==> src/rtl/pll_seq_pkg.sv <==
package pll_seq_pkg;

  typedef enum logic [2:0] {
    PH_IDLE   = 3'd0,
    PH_RATIO  = 3'd1,
    PH_PRE    = 3'd2,
    PH_LOCK   = 3'd3,
    PH_SELW   = 3'd4,
    PH_DESELW = 3'd5
  } phase_e;

  // microseconds -> reference ticks, rounded up so the minimum is always met
  function automatic int unsigned ticks_for_us(input int unsigned us,
                                               input int unsigned tick_khz);
    return (us * tick_khz + 999) / 1000;
  endfunction

  function automatic int unsigned max_u(input int unsigned a, input int unsigned b);
    return (a > b) ? a : b;
  endfunction

endpackage

==> src/rtl/seq_counter.sv <==
module seq_counter #(
  parameter int W = 8
) (
  input  logic         clk,
  input  logic         rst_n,
  input  logic         clr,
  input  logic         en,
  input  logic [W-1:0] limit,
  output logic         hit
);
  logic [W-1:0] cnt;

  assign hit = en && !clr && (cnt == limit - W'(1));

  always_ff @(posedge clk) begin
    if (!rst_n || clr || hit) cnt <= '0;
    else if (en)              cnt <= cnt + W'(1);
  end

  a_r2_count_in_range: assert property (@(posedge clk) disable iff (!rst_n)
    cnt < limit);

endmodule

==> src/rtl/ratio_match.sv <==
module ratio_match #(
  parameter int RW = 3
) (
  input  logic [RW-1:0] target,
  input  logic [RW-1:0] hs_st,
  input  logic [RW-1:0] pre_st,
  output logic          ok
);
  assign ok = (hs_st == target) && (pre_st == target);
endmodule

==> src/rtl/pll_switch_seq.sv <==
module pll_switch_seq
  import pll_seq_pkg::*;
#(
  parameter int MW       = 24,
  parameter int RW       = 3,
  parameter int TICK_KHZ = 1000,
  parameter int PRE_US   = 100,
  parameter int LOCK_US  = 400,
  parameter int POLL_CYC = 64
) (
  input  logic          clk,
  input  logic          rst_n,
  input  logic          tick,
  input  logic          start_req,
  input  logic          stop_req,
  input  logic [MW-1:0] mult_in,
  input  logic          ratio_req,
  input  logic [RW-1:0] ratio_in,
  input  logic          sel_status,
  input  logic [RW-1:0] hs_ratio_st,
  input  logic [RW-1:0] pre_ratio_st,
  output logic          pll_en,
  output logic          pll_sel,
  output logic [MW-1:0] mult_out,
  output logic [RW-1:0] ratio_out,
  output logic          busy,
  output logic          done,
  output logic          err,
  output logic [2:0]    phase
);
  localparam int unsigned PRE_T  = ticks_for_us(PRE_US, TICK_KHZ);
  localparam int unsigned LOCK_T = ticks_for_us(LOCK_US, TICK_KHZ);
  localparam int          TW     = $clog2(max_u(PRE_T, LOCK_T) + 1);
  localparam int          PW     = $clog2(POLL_CYC + 1);

  phase_e        st;
  logic [MW-1:0] mult_pend;

  // named internal events
  logic accept_start, accept_stop, quick_done;
  logic in_settle, settle_hit;
  logic in_poll, poll_pass, poll_to;
  logic ratio_ok;
  logic [TW-1:0] settle_lim;

  assign accept_start = (st == PH_IDLE) && start_req;
  assign accept_stop  = (st == PH_IDLE) && !start_req && stop_req;
  assign quick_done   = (accept_start && pll_sel) || (accept_stop && !pll_en);

  assign in_settle  = (st == PH_PRE) || (st == PH_LOCK);
  assign settle_lim = (st == PH_PRE) ? TW'(PRE_T) : TW'(LOCK_T);

  assign in_poll   = (st == PH_RATIO) || (st == PH_SELW) || (st == PH_DESELW);
  assign poll_pass = ((st == PH_RATIO)  && ratio_ok)   ||
                     ((st == PH_SELW)   && sel_status) ||
                     ((st == PH_DESELW) && !sel_status);

  seq_counter #(.W(TW)) u_settle (
    .clk   (clk),
    .rst_n (rst_n),
    .clr   (!in_settle),
    .en    (in_settle && tick),
    .limit (settle_lim),
    .hit   (settle_hit)
  );

  seq_counter #(.W(PW)) u_poll (
    .clk   (clk),
    .rst_n (rst_n),
    .clr   (!in_poll || poll_pass),
    .en    (in_poll),
    .limit (PW'(POLL_CYC)),
    .hit   (poll_to)
  );

  ratio_match #(.RW(RW)) u_match (
    .target (ratio_out),
    .hs_st  (hs_ratio_st),
    .pre_st (pre_ratio_st),
    .ok     (ratio_ok)
  );

  assign phase = st;

  always_ff @(posedge clk) begin
    if (!rst_n) begin
      st        <= PH_IDLE;
      pll_en    <= 1'b0;
      pll_sel   <= 1'b0;
      mult_out  <= '0;
      mult_pend <= '0;
      ratio_out <= '0;
      busy      <= 1'b0;
      done      <= 1'b0;
      err       <= 1'b0;
    end else begin
      done <= 1'b0;
      unique case (st)
        PH_IDLE: begin
          if (quick_done) begin
            done <= 1'b1;
          end else if (accept_start) begin
            busy      <= 1'b1;
            mult_pend <= mult_in;
            if (ratio_req) begin
              ratio_out <= ratio_in;
              st        <= PH_RATIO;
            end else if (pll_en) begin
              pll_sel <= 1'b1;
              st      <= PH_SELW;
            end else begin
              mult_out <= mult_in;
              st       <= PH_PRE;
            end
          end else if (accept_stop) begin
            busy    <= 1'b1;
            pll_sel <= 1'b0;
            st      <= PH_DESELW;
          end
        end
        PH_RATIO: begin
          if (poll_pass) begin
            if (pll_en) begin
              pll_sel <= 1'b1;
              st      <= PH_SELW;
            end else begin
              mult_out <= mult_pend;
              st       <= PH_PRE;
            end
          end else if (poll_to) begin
            err  <= 1'b1;
            busy <= 1'b0;
            st   <= PH_IDLE;
          end
        end
        PH_PRE: begin
          if (settle_hit) begin
            pll_en <= 1'b1;
            st     <= PH_LOCK;
          end
        end
        PH_LOCK: begin
          if (settle_hit) begin
            pll_sel <= 1'b1;
            st      <= PH_SELW;
          end
        end
        PH_SELW: begin
          if (poll_pass) begin
            done <= 1'b1;
            busy <= 1'b0;
            st   <= PH_IDLE;
          end else if (poll_to) begin
            err  <= 1'b1;
            busy <= 1'b0;
            st   <= PH_IDLE;
          end
        end
        PH_DESELW: begin
          if (poll_pass) begin
            pll_en <= 1'b0;
            done   <= 1'b1;
            busy   <= 1'b0;
            st     <= PH_IDLE;
          end else if (poll_to) begin
            err  <= 1'b1;
            busy <= 1'b0;
            st   <= PH_IDLE;
          end
        end
        default: st <= PH_IDLE;
      endcase
    end
  end

  // power-up only at the end of the pre-enable wait
  a_r2_en_after_pre: assert property (@(posedge clk) disable iff (!rst_n)
    $rose(pll_en) |-> $past(st == PH_PRE));

  // selector never switches to the PLL while it is off
  a_r3_sel_needs_en: assert property (@(posedge clk) disable iff (!rst_n)
    $rose(pll_sel) |-> pll_en);

  // completion never overlaps busy
  a_r4_done_not_busy: assert property (@(posedge clk) disable iff (!rst_n)
    done |-> !busy);

  // power-down only after the mux reported the oscillator path
  a_r8_off_after_desel: assert property (@(posedge clk) disable iff (!rst_n)
    $fell(pll_en) |-> (!pll_sel && $past(!sel_status)));

  // multiplier frozen while powered
  a_r9_mult_frozen: assert property (@(posedge clk) disable iff (!rst_n)
    $past(pll_en) |-> $stable(mult_out));

  // error flag is sticky
  a_r12_err_sticky: assert property (@(posedge clk) disable iff (!rst_n)
    $past(err) |-> err);

endmodule

==> config.mk <==
export PLATFORM = sky130hd
export DESIGN_NAME = pll_switch_seq
export DESIGN_NICKNAME = d
export VERILOG_FILES = /design/src/rtl/pll_seq_pkg.sv /design/src/rtl/seq_counter.sv /design/src/rtl/ratio_match.sv /design/src/rtl/pll_switch_seq.sv
export SDC_FILE = /design/constraint.sdc
export NUM_CORES = 1
export LEC_CHECK = 0
export ABC_AREA = 1
export BUFFER_PORTS_ARGS = -buffer_cell sky130_fd_sc_hd__buf_2
export CAP_MARGIN = 20
export CORE_MARGIN = 2
export CORE_UTILIZATION = 44
export CTS_CLUSTER_SIZE = 24
export DETAILED_ROUTE_END_ITERATION = 8
export PLACE_DENSITY_LB_ADDON = 0.08
export SLEW_MARGIN = 20
export SYNTH_ARGS = -nofsm -noshare
export SYNTH_HDL_FRONTEND = slang
export SYNTH_SLANG_ARGS = --single-unit
export TNS_END_PERCENT = 100
==> constraint.sdc <==
create_clock -name clk -period 3.25 [get_ports clk]
set_input_delay 0 -clock clk [delete_from_list [all_inputs] [get_ports clk]]
set_output_delay 0 -clock clk [all_outputs]
set_load 0.01 [all_outputs]
=== Word level (Yosys, flattened, before mapping) ===
Index checks and enable logic that the tools add are counted.

* $add $sub $neg: 3
* Equal/unequal tests: 21
* Mux-type cells: 39
* Bitwise logic cells: 2
* Reductions and logical operators: 47

{| class="wikitable"
|+ Operator list
! operator !! count
|-
| 2-to-1 mux 24 bit || 6
|-
| case mux 24 bit (2 select lines) || 1
|-
| 2-to-1 mux 3 bit || 10
|-
| 2-to-1 mux 1 bit || 16
|-
| != test 2 bit (second input constant) || 8
|-
| case mux 3 bit (5 select lines) || 1
|-
| logical AND 1 bit || 14
|-
| AND reduction 4 bit || 3
|-
| logical OR 1 bit || 11
|-
| adder 9 x 1 -> 9 bit (second input constant) || 1
|-
| == test 9 bit || 1
|-
| 2-to-1 mux 9 bit || 1
|-
| AND reduction 3 bit || 3
|-
| subtractor 9 x 1 -> 9 bit (second input constant) || 1
|-
| adder 7 x 1 -> 7 bit (second input constant) || 1
|-
| == test 7 x 6 -> 1 bit (second input constant) || 1
|-
| zero test 1 bit || 7
|-
| AND reduction 7 bit || 1
|-
| == test 3 x 2 -> 1 bit (second input constant) || 2
|-
| == test 3 bit || 2
|-
| == test 3 bit (second input constant) || 2
|-
| != test 3 bit (second input constant) || 2
|-
| case mux 1 bit (3 select lines) || 2
|-
| AND reduction 6 bit || 1
|-
| 9 further kinds || 14
|}

* Register bits: 75
* Bits of input ports: 40
* Output and inout port bits: 35
* Word-level logic and storage cells: 123

=== Longest topological paths before layout ===
Gate-level depths: netlist of the first run.

* Depth in word-level cells: 12
* Gate-level depth with buffers: 14
* Depth with buffers taken out: 13

=== Modules after synthesis ===
Synthesis of the first run repeated with hierarchy kept, for this count alone.

* Cells, all modules: 635
* Area total of the unflattened synthesis: 4226.6 sq um

{| class="wikitable"
|+ Modules (own cells, without submodules)
! module !! instances !! cells an instance !! area an instance (sq um) !! seq. area each (sq um)
|-
| pll_switch_seq || 1 || 387 || 2766.4 || 1181.1
|-
| seq_counter at u_settle || 1 || 127 || 778.2 || 180.2
|-
| seq_counter at u_poll || 1 || 105 || 614.3 || 140.1
|-
| ratio_match || 1 || 16 || 67.6 || 0.0
|}

=== Worst setup path after synthesis of the first run ===
OpenSTA, ideal clock, no wires.

* Path kind: reg2reg
* From: register st[1] (netlist: phase[1])
* To: register mult_out[10]
* Setup time: 0.116 ns
* Data arrival time: 1.512 ns
* Data required time: 3.134 ns
* Path slack: 1.622 ns
* Cell stages (with the launch flop): 13
* Path buffers: 2
* Clock period less this slack: 1.628 ns
* Cells stage by stage: dfxtp_1 > buf_6 > nor2_4 > nand2_2 > nor2_1 > nand2_1 > nor2_1 > inv_1 > nand2_1 > nand2_1 > clkbuf_1 > o21ai_0 > nor2_1

* Cells in the longest elaborated chain, start to end: 7
* Elaborated cells on any way between the ends: 24
* Classes of those cells: 9 x eq/ne; 1 x mux; 14 x reduce/logical

{| class="wikitable"
|+ RTL lines
! what !! RTL line !! text
|-
| start, declared || pll_switch_seq.sv:36 || <nowiki>phase_e st;</nowiki>
|-
| start signal, assigned || pll_switch_seq.sv:87 || <nowiki>st <= PH_IDLE;</nowiki>
|-
| start signal, assigned || pll_switch_seq.sv:107 || <nowiki>st <= PH_RATIO;</nowiki>
|-
| start signal, assigned || pll_switch_seq.sv:110 || <nowiki>st <= PH_SELW;</nowiki>
|-
| zero test 3 bit || pll_switch_seq.sv:46, pll_switch_seq.sv:47, pll_switch_seq.sv:98 ||
|-
| logical AND 1 bit (2 in a row) || pll_switch_seq.sv:47 || <nowiki>assign accept_stop = (st == PH_IDLE) && !start_req && stop_req;</nowiki>
|-
| logical AND 1 bit || pll_switch_seq.sv:48 || <nowiki>assign quick_done = (accept_start && pll_sel) || (accept_stop && !pll_en);</nowiki>
|-
| logical OR 1 bit || pll_switch_seq.sv:48 ||
|-
| != test 2 bit (no line) || - ||
|-
| AND reduction 7 bit (no line) || - ||
|-
| end signal, assigned || pll_switch_seq.sv:112 || <nowiki>mult_out <= mult_in;</nowiki>
|-
| end signal, assigned || pll_switch_seq.sv:127 || <nowiki>mult_out <= mult_pend;</nowiki>
|-
| end, declared || pll_switch_seq.sv:24 || <nowiki>output logic [MW-1:0] mult_out,</nowiki>
|}

Several ways; a longest one is shown, not always the timed one.
A chain may end at the register's enable or synchronous reset.

=== Worst setup path in the final report of the first run ===
* From: register st[1] (netlist: phase[1])
* To: register mult_out[1]

Same word-level chain as after synthesis.

==> out/qor.csv, run 1 <==
metric,value,unit
placed instance area,0.00386,mm2
synthesized cell area,0.00346,mm2
DIE AREA,0.00858,mm2
register area,0.00150,mm2
via count,3323,
Final Cell Area,0.00434,mm2
clock skew,12.9,ps
"commonest non-fill, non-tap cell in the layout",nor2_1,
crit path time final,2120,ps
CP max-delay cell,dfxtp_1,
final RePlAce weighted congestion,0.869,
Crit path largest cell delay,570,ps
Final TNS setup,0,ps
Die Y,92.6,um
CTS Buffer Depth,2,
fin crit share,65.3,%
die extent in x,92.6,um
Clock Pin Slew Worst Setup and Hold Paths,70,ps
Worst setup EP type,flip-flop,
Synth area leader,dfxtp_1,
Syn Nets,542,
Setup CP Type,flip-flop to flip-flop,
Worst EP required,3480,ps
status,finished clean,
max cap viols,0,
Synth cell types,32,
Max IR drop VDD,0.347,mV
fmax,471,MHz
vias in the first global route,3103,
grt ovf,0,
Seq cells post-synth,75,
final setup fails,0,
max_slew headroom,43.1,%
first-pass detailed-route iteration total,4,
Finished Layout Cells,701,
worst min-delay path category,primary input to flip-flop,
Syn Area/Cell,6.91,um2
DR DRC count,0,
Synth Instances,500,
Starting Density,45.0,%
initial DRC count,98,
clock buffer count from CTS,9,
dpl hpwl,5270,um
register area share after synthesis,43.4,%
Main synth FF type,dfxtp_1,
async set-reset flop share out of synthesis,0,%
wire length per cell,11.2,um
Port-buffer cells,74,
share of layout cells above drive strength 1,19.4,%
YS warnings,0,
antenna violations before repair,0,
global-route wire length before repair,13400,um
Final #Nets,636,
Via density,4.74,
CTS tree,done,
critical path arrival,2360,ps
pwr/cell area,824,mW/mm2
largest net degree at the start of global routing,58,
Fillers,798,
area share of the largest cell type after synthesis,43.4,%
worst-path maximum fanout,24,
final hold violation count,0,
synth top area cells,"dfxtp_1 43%, o21ai_0 12%, nor2_1 9.6%",
CP startpoint kind,flip-flop,
ANT nets after route,0,
"commonest non-fill, non-tap cells in the layout","88 x nor2_1, 82 x o21ai_0, 80 x nand2_1",
number of post-CTS setup repair buffers,0,
max-slew violation count,0,
H-tree levels,3,
clock root buffer,clkbuf_8,
core area,0.00769,mm2
CP Cell Sequence,nor2_4 -> nand2_2 -> inv_2 -> nand2_2 -> inv_2 -> nand2_1 -> o21ai_2 -> nor3_2 -> nand2_1 -> o21ai_0 -> nor2_1,
Ant. Diodes,0,
unrepaired setup endpoints after global routing,no,
Clock Latency Late Sink,350,ps
post_cts resized,0,
FP Rows,32,
multi-input logic area,0.00163,mm2
final WL,7880,um
# clock sinks,75,
leakage power,1.97,nW
Worst-Margin Slew,853,ps
Ports,75,
Layout area overhead,25.6,%
Placed Instances,657,
Post-synth EDFFs,0,
Tot GR Track Use,19.2,%
==> worst max-delay path: cells and delay by family (launching register included) <==
family | cells | cell delay [ps]
AO/OA/AOI/OAI | 2 | 400
flip-flops | 1 | 570
AND/OR/NAND/NOR | 7 | 960
buffers and inverters | 2 | 90
==> worst paths after layout <==
path | from | to | slack [ps] | cells after the start
min reg2reg | mult_pend[4] | mult_pend[4] | 450 | 2
max reg2reg | phase[1] | mult_out[1] | 1130 | 11
max | phase[1] | mult_out[1] | 1130 | 11
min | sel_status | done | 80 | 5
==> cell families after synthesis <==
kind of cell / after synthesis / share of synthesized area (%)
adder cells (fa/ha/maj): 2 / 0.724
AND/OR/NAND/NOR: 212 / 25.9
XOR/XNOR: 7 / 1.77
flip-flops: 75 / 43.4
AO/OA/AOI/OAI: 126 / 18.7
buffers and inverters: 78 / 9.49
==> power by group <==
| group | leakage (nW) | internal [W] | switching [W] |
|---|---|---|---|
| clock | 0.106 | 0.000376 | 0.000346 |
| combinational | 1.24 | 0.000537 | 0.000952 |
| sequential | 0.615 | 0.00120 | 0.000164 |
==> stage by stage <==
step                      worst slack [ps]  power [W]  utilization, %  hold WS (ps)
after floorplan                       1620    0.00248               -           135
after global placement                1170    0.00284            50.2           242
after detailed placement              1090    0.00286            50.2           248
after CTS                             1090    0.00362            56.4          73.0
after global routing                   832    0.00390            56.4           120
final                                 1130    0.00358            56.4          79.4
==> metal layers <==
layer	routed length [um]	share of wire, %	track usage, %
met3	326	4.1	4.07
met1	3720	47	23.3
met4	88	1.1	6.62
met2	3740	47	33.8
met5	0	0	0
==> timing repair <==
| action | in CTS | in global routing |
|---|---|---|
| setup endpoints to repair | 0 | 0 |
| endpoints found under the hold margin | 28 | 0 |
| hold buffers | 28 | 0 |
==> flip-flops by register name, indices dropped and copies added, names as in the netlist <==
register / cells
busy: 1
done: 1
err: 1
mult_out: 24
mult_pend: 24
phase: 3
pll_en: 1
pll_sel: 1
ratio_out: 3
u_poll.cnt: 7
u_settle.cnt: 9
==> layout make-up <==
type                            instances  share of cell area [%]
Inverter                               56                    4.84
Sequential cell                        75                    34.6
Clock inverter                          6                    1.44
Tap cell                              102                    2.94
Multi-Input combinational cell        347                    37.5
Timing Repair Buffer                  105                    15.5
Clock buffer                           10                    3.17
==> synth_stat cells, types with 2 or more instances <==
library cell   n
clkbuf_1      17
xor2_1         6
buf_6          3
ha_1           2
o21ai_0       82
nand2_1       80
a21oi_1       37
or2_2          2
dfxtp_1       75
nor3_1         3
inv_2          3
inv_1         52
a31oi_1        2
nand2_2        4
nor2_2        11
nor3b_1        2
nor2_1        88
nand3_1       17
(Power assumes the default switching activity.)
==> inputs of run 2 (changes only) <==
==> constraint.sdc (replaced) <==
create_clock -name clk -period 1.95 [get_ports clk]
set_input_delay 0 -clock clk [delete_from_list [all_inputs] [get_ports clk]]
set_output_delay 0 -clock clk [all_outputs]
set_load 0.01 [all_outputs]
==> out/qor.csv, run 2 (same netlist as run 1, synthesis figures left out) <==
metric,value,unit,change
status,finished clean,,
Clock Pin Slew Worst Setup and Hold Paths,80,ps,about the same
CTS Buffer Depth,2,,unchanged
final setup fails,0,,unchanged
flop-to-flop setup slack,200,ps,-920 ps
switching pwr,0.00248,W,+69%
die extent in x,92.6,um,unchanged
Clock Latency Late Sink,340,ps,about the same
vias in the first global route,3051,,-1.7%
Combinational Power Share,42.3,%,+0.7 points
H-tree levels,3,,unchanged
Max IR drop VDD,0.920,mV,+170%
max_slew headroom,71.9,%,+29 points
CTS tree,done,,
Layout area overhead,28.6,%,
top flop regs,"mult_out (24), mult_pend (24), u_settle.cnt (9)",,
number of post-CTS setup repair buffers,0,,unchanged
M1 wire length,3760,um,+0.91%
final hold violation count,0,,unchanged
final WL,8050,um,+2.2%
Crit path largest cell delay,400,ps,-170 ps
CP max-delay cell,dfxtp_2,,
Fillers,783,,-1.9%
max cap viols,0,,unchanged
met3 wire len,457,um,+40%
CP Buf/Inv Count,1,,-1
CP Capture Point,phase[0],,
worst-path maximum fanout,6,,-75%
clock buffer count from CTS,9,,unchanged
Tot GR Track Use,19.1,%,-0.096 points
Final TNS setup,0,ps,unchanged
Ant. Diodes,0,,unchanged
final RePlAce weighted congestion,0.906,,+4.2%
Die Y,92.6,um,unchanged
fmax,572,MHz,+21%
DR DRC count,0,,unchanged
Starting Density,45.0,%,unchanged
clock power share,21.4,%,+1.2 points
largest net degree at the start of global routing,51,,-12%
FP Rows,32,,unchanged
leakage power,2.02,nW,+2.5%
Reg power frac,36.3,%,-1.9 points
pwr/cell area,1400,mW/mm2,+70%
CP startpoint kind,flip-flop,,
core area,0.00769,mm2,unchanged
clock skew,8.39,ps,-4.50 ps
multi-input logic area,0.00163,mm2,+0.15%
R2R Path End,phase[0],,
clock root buffer,clkbuf_8,,
unrepaired setup endpoints after global routing,no,,
ANT nets after route,0,,unchanged
CP Cell Sequence,buf_4 -> nand2_1 -> nand2_1 -> nand3_1 -> nor2_1 -> nand2_1 -> nand2_1 -> nand2_1 -> nor2_1 -> nand2_1 -> a21oi_1,,
Stages on worst setup path,11,,unchanged
"commonest non-fill, non-tap cell in the layout",nor2_1,,
share of layout cells above drive strength 1,21.0,%,+1.6 points
# clock sinks,75,,unchanged
via count,3345,,+0.66%
max-slew violation count,0,,unchanged
Port-buffer cells,74,,unchanged
Via density,4.72,,-0.33%
antenna violations before repair,0,,unchanged
Ports,75,,unchanged
Final #Nets,643,,+1.1%
global-route wire length before repair,13200,um,-1.1%
Crit Reg-Reg Startpoint,phase[1],,
top sig layer,met4,,
grt ovf,0,,unchanged
"commonest non-fill, non-tap cells in the layout","87 x nor2_1, 82 x o21ai_0, 80 x nand2_1",,
crit path time final,1750,ps,-375 ps
DIE AREA,0.00858,mm2,unchanged
WL met2,3750,um,+0.16%
internal power,0.00375,W,+77%
critical path arrival,2020,ps,-340 ps
Worst-Margin Slew,421,ps,-432 ps
wire length per cell,11.4,um,+1.2%
cells on worst reg2reg path,11,,unchanged
dpl hpwl,5470,um,+3.7%
"most used cell, CP",nand2_1,,
Setup CP Type,flip-flop to flip-flop,,
final core occ,57.8,%,+1.4 points
Worst EP required,2220,ps,-1260 ps
initial DRC count,155,,+58%
Worst setup EP type,flip-flop,,
register area,0.00151,mm2,+0.25%
fin crit share,89.6,%,+24 points
switch share,39.8,%,-1.1 points
kind of cell adding the most delay to the critical path,simple AND/OR/NAND/NOR gates,,
worst min-delay path category,primary input to flip-flop,,
worst setup path start,phase[1],,
first-pass detailed-route iteration total,4,,unchanged
## run 2: changes by cell type in the layout (fill, tap and decap cells not counted)
| cell | before | now |
|---|---|---|
| buf_4 | 3 | 8 |
| dfxtp_1 | 75 | 72 |
| dfxtp_2 | 0 | 3 |
| buf_12 | 0 | 2 |
| clkinv_2 | 3 | 1 |
| bufinv_16 | 1 | 2 |
| clkbuf_8 | 10 | 9 |
| clkinvlp_4 | 0 | 1 |
| inv_6 | 1 | 2 |
| nor2_1 | 88 | 87 |
| nor2_2 | 11 | 12 |
## run 2: power groups by stage
stage	sequential (W)	clock, W	combinational [W]
floorplan	0.00239	0	0.00175
detailed placement	0.00229	0	0.00259
CTS	0.00225	0.00138	0.00265
global placement	0.00227	0	0.00259
finish	0.00226	0.00133	0.00263
global route	0.00232	0.00146	0.00301
## run 2: what timing repair did
| action | in CTS | in global routing |
|---|---|---|
| resized for setup | 0 | 4 |
| hold buffers | 28 | 0 |
| endpoints found under the hold margin | 28 | 0 |
| endpoints found under the setup margin | 0 | 10 |
## run 2: layout make-up
type                       count  share of cell area (%)
multi-input combinational    347                    36.6
sequential                    75                    33.9
timing repair buffer         112                    16.9
inverter                      56                    4.73
tap                          102                    2.87
clock buffer                   9                    2.79
clock inverter                 7                    2.22
## run 2: worst reg2reg max path: cells and delay by family, from the launching register on
kind	cells	cell delay, ps
simple gates	9	990
compound gates	1	120
buf+inv	1	170
flops	1	400
## run 2: how the worst min path moves through the flow
| stage | startpoint | end | slack [ps] | depth (start not counted) |
|---|---|---|---|---|
| detailed placement | ratio_in[1] | ratio_out[1] | 240 | 3 |
| floorplan | ratio_in[1] | ratio_out[1] | 130 | 2 |
| global placement | ratio_in[1] | ratio_out[1] | 240 | 3 |
| finish | rst_n | err | 40 | 2 |
| global route | rst_n | err | 50 | 2 |
| CTS | rst_n | err | 40 | 2 |
## run 2: routing by layer
metal / vias to the layer above / GRT usage (%)
met4: 0 / 6.25
met3: 8 / 4.88
met2: 82 / 33.3
met5: - / 0
li1: 1792 / -
met1: 1463 / 23.0
## run 2: stage by stage
step / hold WS, ps / instance area, um2 / std cells / setup slack, ps / total power, W
floorplan: 135 / 3460 / 500 / 322 / 0.00414
global placement: 242 / 3940 / 664 / 244 / 0.00485
detailed placement: 236 / 3940 / 664 / 173 / 0.00488
CTS: 38.0 / 4440 / 708 / 141 / 0.00628
global route: 49.1 / 4450 / 708 / 7.55 / 0.00679
finish: 43.8 / 4450 / 708 / 202 / 0.00622
==> inputs of run 3 (changes only) <==
--- a/config.mk
+++ b/config.mk
@@ -12,7 +12,7 @@
 export CORE_UTILIZATION = 44
 export CTS_CLUSTER_SIZE = 24
 export DETAILED_ROUTE_END_ITERATION = 8
-export PLACE_DENSITY_LB_ADDON = 0.08
+export PLACE_DENSITY = 0.69
 export SLEW_MARGIN = 20
 export SYNTH_ARGS = -nofsm -noshare
 export SYNTH_HDL_FRONTEND = slang
==> out/qor.csv, run 3 (same netlist as run 1, synthesis figures left out) <==
metric,value,unit,change
worst-path maximum fanout,7,,+1
CP Capture Point,phase[1],,
grt ovf,0,,unchanged
# clock sinks,75,,unchanged
CTS tree,done,,
Tot GR Track Use,19.9,%,+0.78 points
Reg power frac,37.4,%,+1.1 points
core area,0.00769,mm2,unchanged
fin crit share,91.2,%,+1.6 points
Ports,75,,unchanged
H-tree levels,3,,unchanged
top flop regs,"mult_out (24), mult_pend (24), u_settle.cnt (9)",,
Via density,4.90,,+3.6%
cells on worst reg2reg path,12,,+1
final hold violation count,0,,unchanged
CP startpoint kind,flip-flop,,
DR DRC count,0,,unchanged
register area,0.00151,mm2,+0.17%
R2R Path End,phase[1],,
initial DRC count,199,,+28%
Setup CP Type,flip-flop to flip-flop,,
clock root buffer,clkbuf_8,,
multi-input logic area,0.00163,mm2,+0.31%
FP Rows,32,,unchanged
Placed Instances,663,,-0.15%
clock power share,19.9,%,-1.5 points
Final #Nets,642,,-0.16%
leakage power,1.99,nW,-1.4%
ANT nets after route,0,,unchanged
worst min-delay path category,primary input to flip-flop,,
antenna violations before repair,0,,unchanged
DIE AREA,0.00858,mm2,unchanged
flop-to-flop setup slack,170,ps,-30 ps
crit path time final,1780,ps,+31.6 ps
via count,3461,,+3.5%
busiest grt layer,met2,,
final RePlAce weighted congestion,0.963,,+6.3%
final core occ,57.4,%,-0.42 points
met3 Usage GRT,5.37,%,+0.49 points
switch share,40.8,%,+1.1 points
Layout area overhead,27.7,%,
dpl hpwl,5550,um,+1.5%
Port-buffer cells,74,,unchanged
switching pwr,0.00250,W,+0.86%
vias in the first global route,3196,,+4.8%
"commonest non-fill, non-tap cell in the layout",nor2_1,,
status,finished clean,,
pwr/cell area,1390,mW/mm2,-1.0%
CTS Buffer Depth,2,,unchanged
Worst EP required,2230,ps,about the same
worst setup path start,phase[2],,
Starting Density,45.0,%,unchanged
Worst setup EP type,flip-flop,,
Fillers,724,,-7.5%
Combinational Power Share,42.8,%,+0.5 points
die extent in x,92.6,um,unchanged
Worst-Margin Slew,431,ps,+10.5 ps
internal power,0.00362,W,-3.5%
max_slew headroom,71.2,%,-0.70 points
Crit Reg-Reg Startpoint,phase[2],,
final WL,8290,um,+3.0%
"commonest non-fill, non-tap cells in the layout","86 x nor2_1, 82 x o21ai_0, 79 x nand2_1",,
met1 GRT Util,22.8,%,-0.22 points
Die Y,92.6,um,unchanged
share of layout cells above drive strength 1,21.0,%,+0.035 points
final setup fails,0,,unchanged
Finished Layout Cells,707,,-0.14%
Clock Pin Slew Worst Setup and Hold Paths,80,ps,about the same
clock skew,8.88,ps,+0.492 ps
Clock Latency Late Sink,350,ps,about the same
critical path arrival,2060,ps,+40 ps
clock buffer count from CTS,9,,unchanged
Ant. Diodes,0,,unchanged
first-pass detailed-route iteration total,4,,unchanged
Max IR drop VDD,0.758,mV,-18%
largest net degree at the start of global routing,51,,unchanged
number of post-CTS setup repair buffers,0,,unchanged
met2 usage,35.2,%,+1.9 points
global-route wire length before repair,13800,um,+4.3%
wire length per cell,11.7,um,+3.1%
max-slew violation count,0,,unchanged
fmax,562,MHz,-1.8%
max cap viols,0,,unchanged
## run 3: final cells by class
class / count / share of cell area, %
Clock buffer: 11 / 3.20
Clock inverter: 5 / 1.39
Inverter: 56 / 4.76
Multi-Input combinational cell: 347 / 37.0
Sequential cell: 75 / 34.2
Tap cell: 102 / 2.89
Timing Repair Buffer: 111 / 16.6
## run 3: power by group through the flow
stage | combinational, W | sequential [W] | clock, W
detailed placement | 0.00255 | 0.00231 | 0
global placement | 0.00250 | 0.00228 | 0
global route | 0.00301 | 0.00233 | 0.00131
finish | 0.00262 | 0.00228 | 0.00122
CTS | 0.00260 | 0.00227 | 0.00124
floorplan | 0.00175 | 0.00239 | 0
## run 3: metrics by stage
stage	setup TNS (ps)	area (um2)	power, W	setup slack, ps	hold slack (ps)
after floorplan	0	3460	0.00414	322	135
after global placement	0	3920	0.00478	160	240
after detailed placement	0	3920	0.00486	117	245
after CTS	0	4400	0.00612	87.5	11.5
after global routing	-12.1	4410	0.00666	-11.5	22.2
final	0	4410	0.00611	171	17.9
## run 3: worst min-delay path by stage
stage                            from           end  depth (start not counted)
after global routing            rst_n  mult_out[23]                          3
final                           rst_n  mult_out[18]                          3
after detailed placement  ratio_in[1]  ratio_out[1]                          3
after CTS                       rst_n  mult_out[18]                          3
after global placement    ratio_in[2]  ratio_out[2]                          3
after floorplan           ratio_in[1]  ratio_out[1]                          2
## run 3: worst max-delay path: stages (launching register included)
cell	delay, ps
dfxtp_2	430
inv_1	90
nand3_1	160
nand2_2	110
nand3_1	120
nor2_1	60
nand2_1	130
nand2_1	100
nand2_1	120
clkinv_1	140
nand2_1	80
nand2_1	40
a21oi_1	120
## run 3: layer usage
layer	part of all wire [%]	wire length [um]	up-vias
met5	0	0	-
met4	2.2	179	0
met3	5.3	438	17
met2	48	4010	97
met1	44	3660	1553
li1	-	-	1794
## run 3: repair_timing
item | in CTS | in global routing
endpoints found under the hold margin | 28 | 0
gates resized for setup | 0 | 7
setup endpoints to repair | 0 | 26
hold buffers | 28 | 0
